$ cat config.mk
export PLATFORM = sky130hd
export DESIGN_NAME = wdog_edge_timer
export DESIGN_NICKNAME = d
export VERILOG_FILES = /design/src/rtl/wdog_pkg.sv /design/src/rtl/wdog_sync.sv /design/src/rtl/wdog_count.sv /design/src/rtl/wdog_edge_timer.sv
export SDC_FILE = /design/constraint.sdc
export NUM_CORES = 1
export LEC_CHECK = 0
export ABC_CLOCK_PERIOD_IN_PS = 3500
export CORE_MARGIN = 2
export CORE_UTILIZATION = 47
export CTS_BUF_LIST = sky130_fd_sc_hd__clkbuf_2 sky130_fd_sc_hd__clkbuf_4 sky130_fd_sc_hd__clkbuf_8
export CTS_CLUSTER_SIZE = 30
export DETAILED_ROUTE_END_ITERATION = 8
export GPL_ROUTABILITY_DRIVEN = 0
export PLACE_DENSITY = 0.7
export REMOVE_ABC_BUFFERS = 1
export SLEW_MARGIN = 15
export SYNTH_ARGS = -nofsm -noshare
export SYNTH_HDL_FRONTEND = slang
export SYNTH_SLANG_ARGS = --single-unit
$ cat constraint.sdc
create_clock -name clk -period 3.5 [get_ports clk]
set_input_delay 0.525 -clock clk [delete_from_list [all_inputs] [get_ports clk]]
set_output_delay 0.525 -clock clk [all_outputs]
set_load 0.02 [all_outputs]
$ cat src/rtl/wdog_pkg.sv
package wdog_pkg;

    // State of the input synchroniser and edge detector
    typedef struct packed {
        logic meta;   // first capture stage
        logic stab;   // second, stable stage
        logic last;   // previous stable sample
    } wdog_sync_t;

    // Window length in cycles from clock rate and window time
    function automatic int unsigned window_cycles(input int unsigned khz,
                                                  input int unsigned ms);
        return khz * ms;
    endfunction

endpackage

$ cat src/rtl/wdog_sync.sv
module wdog_sync
    import wdog_pkg::*;
(
    input  logic clk,
    input  logic rst_n,
    input  logic raw_in,
    output logic edge_seen
);

    wdog_sync_t st_d, st_q;

    always_comb begin
        st_d      = st_q;
        st_d.meta = raw_in;
        st_d.stab = st_q.meta;
        st_d.last = st_q.stab;
    end

    always_ff @(posedge clk or negedge rst_n) begin
        if (!rst_n) st_q <= '0;
        else        st_q <= st_d;
    end

    // rising or falling: any difference from the previous stable sample
    assign edge_seen = st_q.stab ^ st_q.last;

endmodule

$ cat src/rtl/wdog_count.sv
module wdog_count #(
    parameter int unsigned LIMIT = 8
) (
    input  logic clk,
    input  logic rst_n,
    input  logic clear,
    output logic expired
);

    localparam int unsigned CW = $clog2(LIMIT + 1);
    localparam logic [CW-1:0] LIM_C  = CW'(LIMIT);
    localparam logic [CW-1:0] LIM_M1 = CW'(LIMIT - 1);

    typedef struct packed {
        logic [CW-1:0] cnt;
        logic          exp;
    } cnt_st_t;

    cnt_st_t st_d, st_q;

    always_comb begin
        st_d = st_q;
        if (clear) begin
            st_d.cnt = '0;
            st_d.exp = 1'b0;
        end else begin
            if (st_q.cnt != LIM_C) st_d.cnt = st_q.cnt + 1'b1;
            if (st_q.cnt == LIM_M1) st_d.exp = 1'b1;
        end
    end

    always_ff @(posedge clk or negedge rst_n) begin
        if (!rst_n) st_q <= '0;
        else        st_q <= st_d;
    end

    assign expired = st_q.exp;

    // counter saturates at the window length
    assert_no_overflow_R1: assert property (@(posedge clk) disable iff (!rst_n)
        st_q.cnt <= LIM_C);

    // a timeout persists until a clear is seen
    assert_sticky_R5: assert property (@(posedge clk) disable iff (!rst_n)
        (expired && !clear) |=> expired);

    // the count only advances by one or stays saturated
    assert_step_R1: assert property (@(posedge clk) disable iff (!rst_n)
        (!clear && st_q.cnt != LIM_C) |=> (st_q.cnt == $past(st_q.cnt) + 1'b1));

endmodule

$ cat src/rtl/wdog_edge_timer.sv
module wdog_edge_timer
    import wdog_pkg::*;
#(
    parameter int unsigned CLK_KHZ   = 200_000,
    parameter int unsigned WINDOW_MS = 1600
) (
    input  logic clk,
    input  logic rst_n,
    input  logic wdi,
    input  logic wdi_float,
    input  logic rst_active,
    input  logic supply_ok,
    output logic wdo_n
);

    localparam int unsigned LIMIT = window_cycles(CLK_KHZ, WINDOW_MS);

    logic edge_seen;
    logic clear;
    logic expired;

    wdog_sync u_sync (
        .clk      (clk),
        .rst_n    (rst_n),
        .raw_in   (wdi),
        .edge_seen(edge_seen)
    );

    assign clear = edge_seen | rst_active | wdi_float;

    wdog_count #(.LIMIT(LIMIT)) u_cnt (
        .clk    (clk),
        .rst_n  (rst_n),
        .clear  (clear),
        .expired(expired)
    );

    // output follows supply with no pulse stretching
    assign wdo_n = supply_ok & ~expired;

    assert_edge_clears_R2: assert property (@(posedge clk) disable iff (!rst_n)
        edge_seen |=> (wdo_n || !supply_ok));

    assert_rst_holds_R3: assert property (@(posedge clk) disable iff (!rst_n)
        rst_active |=> (wdo_n || !supply_ok));

    assert_float_disables_R4: assert property (@(posedge clk) disable iff (!rst_n)
        wdi_float |=> (wdo_n || !supply_ok));

    assert_recover_R8: assert property (@(posedge clk) disable iff (!rst_n)
        (!wdo_n && clear) |=> (wdo_n || !supply_ok));

endmodule

==> results.toml <==
[synth]
synth_top_family_by_area = "simple AND/OR/NAND/NOR gates"
async_flop_share_pct = 100.0
synth-main-ff-cell = "dfrtp_1"
ys_warn_count = 0
syn-cell-area_um2 = 1767
synth_edf_count = 0
yosysSeqAreaShare_pct = 46.74
ys_ff_latch = 33
synth_area_leaders = "dfrtp_1 (47%), a21oi_1 (4.2%), or4_1 (3.8%), o31ai_1 (3.4%), nor3_1 (3.1%)"
synthTopCellsByCount = "dfrtp_1 (33), a21oi_1 (15), nor2_1 (14)"
synthAdderAreaFrac_pct = 1.416
synthMostInstantiatedCell = "dfrtp_1"
syn_inst = 188
synth_top_cell_by_area = "dfrtp_1"
avgSynthCellArea_um2 = 9.397
synth-xor-area-share_pct = 4.958
synth_compound_area_share_pct = 13.24
synth_mux_area_share_pct = 0.6374
yosys.area.top_type_share_pct = 46.74
synth-simple-area-share_pct = 29.32
ys_types = 33

[clock_network]
cts_resized = 0
holdBufCountCts = 0
clockBufferDepth = 2
clk_pin_slew_ns = 0.07
cts_buffers = 5
cts_tree = "done"
h-tree-depth = 2
clock_latency_ns = 0.29
clock-sinks = 33
cts_setup_buffers = 0
cts_root_buf = "clkbuf_8"

[global_routing]
track_usage_pct = 19.41
overflow = 0
grt_pass1_vias = 1330
antenna_found_initial = 0
grt_first_pass_wirelength_um = 6279
grt_max_degree = 34

[timing]
fin_hold_ws_ns = 0.3564
setup_viol_count_final = 0
slew_headroom_pct = 33.82
fmax_mhz = 433.1
maxSlewViolCount = 0
finClkSkew_ns = 0.006300
period_needed_ns = 2.309
tightest_slew_ns = 0.9927
post-route-period-util_pct = 65.97
rsz0062_at_grt = "no"
setup_tns_ns = 0
setup_slack_ns = 1.191
finalHoldViolCount = 0

[die]
fp.dieW_um = 65.31
num_rows = 22
boundaryPins = 7
start_util_pct = 48.62
core_um2 = 3633
dieArea_um2 = 4265
die_h_um = 65.31

[routing]
drc = 0
drt_pre_antenna_iters = 4
drt-wirelength-per-cell_um = 14.67
antenna_left = 0
drt_iter0_markers = 125
vias = 1469
routed_wl_um = 3536
viasPerCell = 6.095

[finish]
drive_gt1_share_pct = 5.699
nets = 200
final_cells = 241
final_area_um2 = 1967
post-route-util_pct = 54.13
fill_cells = 327
regArea_um2 = 825.8
num_antenna_cells = 0
area_growth_pct = 11.33
multi_input_area_um2 = 875.8

[placement]
hpwl_um = 2409
placed_area_um2 = 1852
io_buffers = 6
dp_slack_ns = 1.213
dp_cells = 233

[worst_setup_path]
arrival_ns = 2.51
cp_max_fo = 14
crit_required_ns = 3.70
end_kind = "flip-flop"
critPathKind = "reg -> reg"
critPathLaunchType = "flip-flop"

[pwr]
leakage_nw = 0.7491
vdd_ir_drop_max_mv = 0.2643
p_per_area_nw_per_um2 = 394.1
power_uw = 775.1

[outcome]
status = "completed"

[job]
drv_cap = 0

[hold_path]
hold_class = "reg -> reg"
==> placed cells by master (no fill, tap or decap), drive strengths merged <==
master,Yosys,final
dfrtp,33,33
a21oi,15,15
nor2,14,14
nor3,11,11
nand3,10,10
nand2,10,10
or4,9,9
o31ai,8,8
nand4,8,8
inv,6,6
nor4b,6,6
clkdlybuf4s50,0,6
xor2,5,5
or3,5,5
xnor2,5,5
and4,5,5
o21ai,5,5
clkbuf,9,5
and3,3,3
o311a,3,3
a21o,3,3
nor4,2,2
and2,2,2
o21a,2,2
ha,2,2
nor2b,1,1
and2b,1,1
or2b,1,1
mux2,1,1
a31oi,1,1
nand2b,1,1
bufinv,0,1
clkinv,0,1
clkinvlp,0,1
buf,1,1
==> sequential cells by signal (all words and copies together), names as in the netlist <==
name / count
u_sync.st_q: 1
u_cnt.expired: 1
u_sync.st_d: 2
u_cnt.st_q: 29
==> worst paths after layout <==
kind                            slack (ns)                       from  cells after the start                         end
worst min register to register        0.36   u_sync.st_d[1]$_DFF_PN0_                      0    u_sync.st_d[0]$_DFF_PN0_
worst min-delay path                  0.36   u_sync.st_d[1]$_DFF_PN0_                      0    u_sync.st_d[0]$_DFF_PN0_
worst max register to register        1.19  u_cnt.st_q[1]$_DFFE_PN0P_                      5  u_cnt.st_q[25]$_DFFE_PN0P_
worst max-delay path                  1.19  u_cnt.st_q[1]$_DFFE_PN0P_                      5  u_cnt.st_q[25]$_DFFE_PN0P_
min in group asynchronous             0.63                      rst_n                      2  u_cnt.st_q[23]$_DFFE_PN0P_
max in group asynchronous             2.56                      rst_n                      2   u_cnt.st_q[1]$_DFFE_PN0P_
==> worst max-delay path: stages, from the launching register on <==
cell and delay (ns):
dfrtp_1 0.42, ha_1 0.25, nand4_1 0.23, or3_1 0.63
or4_1 0.54, a21oi_1 0.16
==> cells by family (layout without fill, tap and decap cells) <==
family          after synthesis  in the layout
compound gates               37             37
xor+xnor                     10             10
fa+ha+maj                     2              2
buf+inv                      16             21
flops                        33             33
mux                           1              1
simple gates                 89             89
==> layer usage <==
metal / wire [um] / GRT usage (%) / up-vias
li1: - / - / 708
met1: 1676 / 26.45 / 729
met2: 1682 / 30.23 / 26
met3: 135 / 5.651 / 6
met4: 40 / 5.469 / 0
met5: 0 / 0 / -
==> final cells by class <==
class	count	share of cell area, %
Clock inverter	3	2.354
Tap cell	48	3.053
Clock buffer	5	3.499
Multi-Input combinational cell	139	44.53
Inverter	6	1.145
Sequential cell	33	41.98
Timing Repair Buffer	7	3.435
==> power breakdown <==
part,switching (mW),total (mW),internal (mW)
Combinational,0.0177,0.0276,0.00989
Sequential,0.00176,0.385,0.384
Clock,0.149,0.362,0.213
Total,0.169,0.775,0.606
No activity file was read; power rests on OpenSTA's default activity.
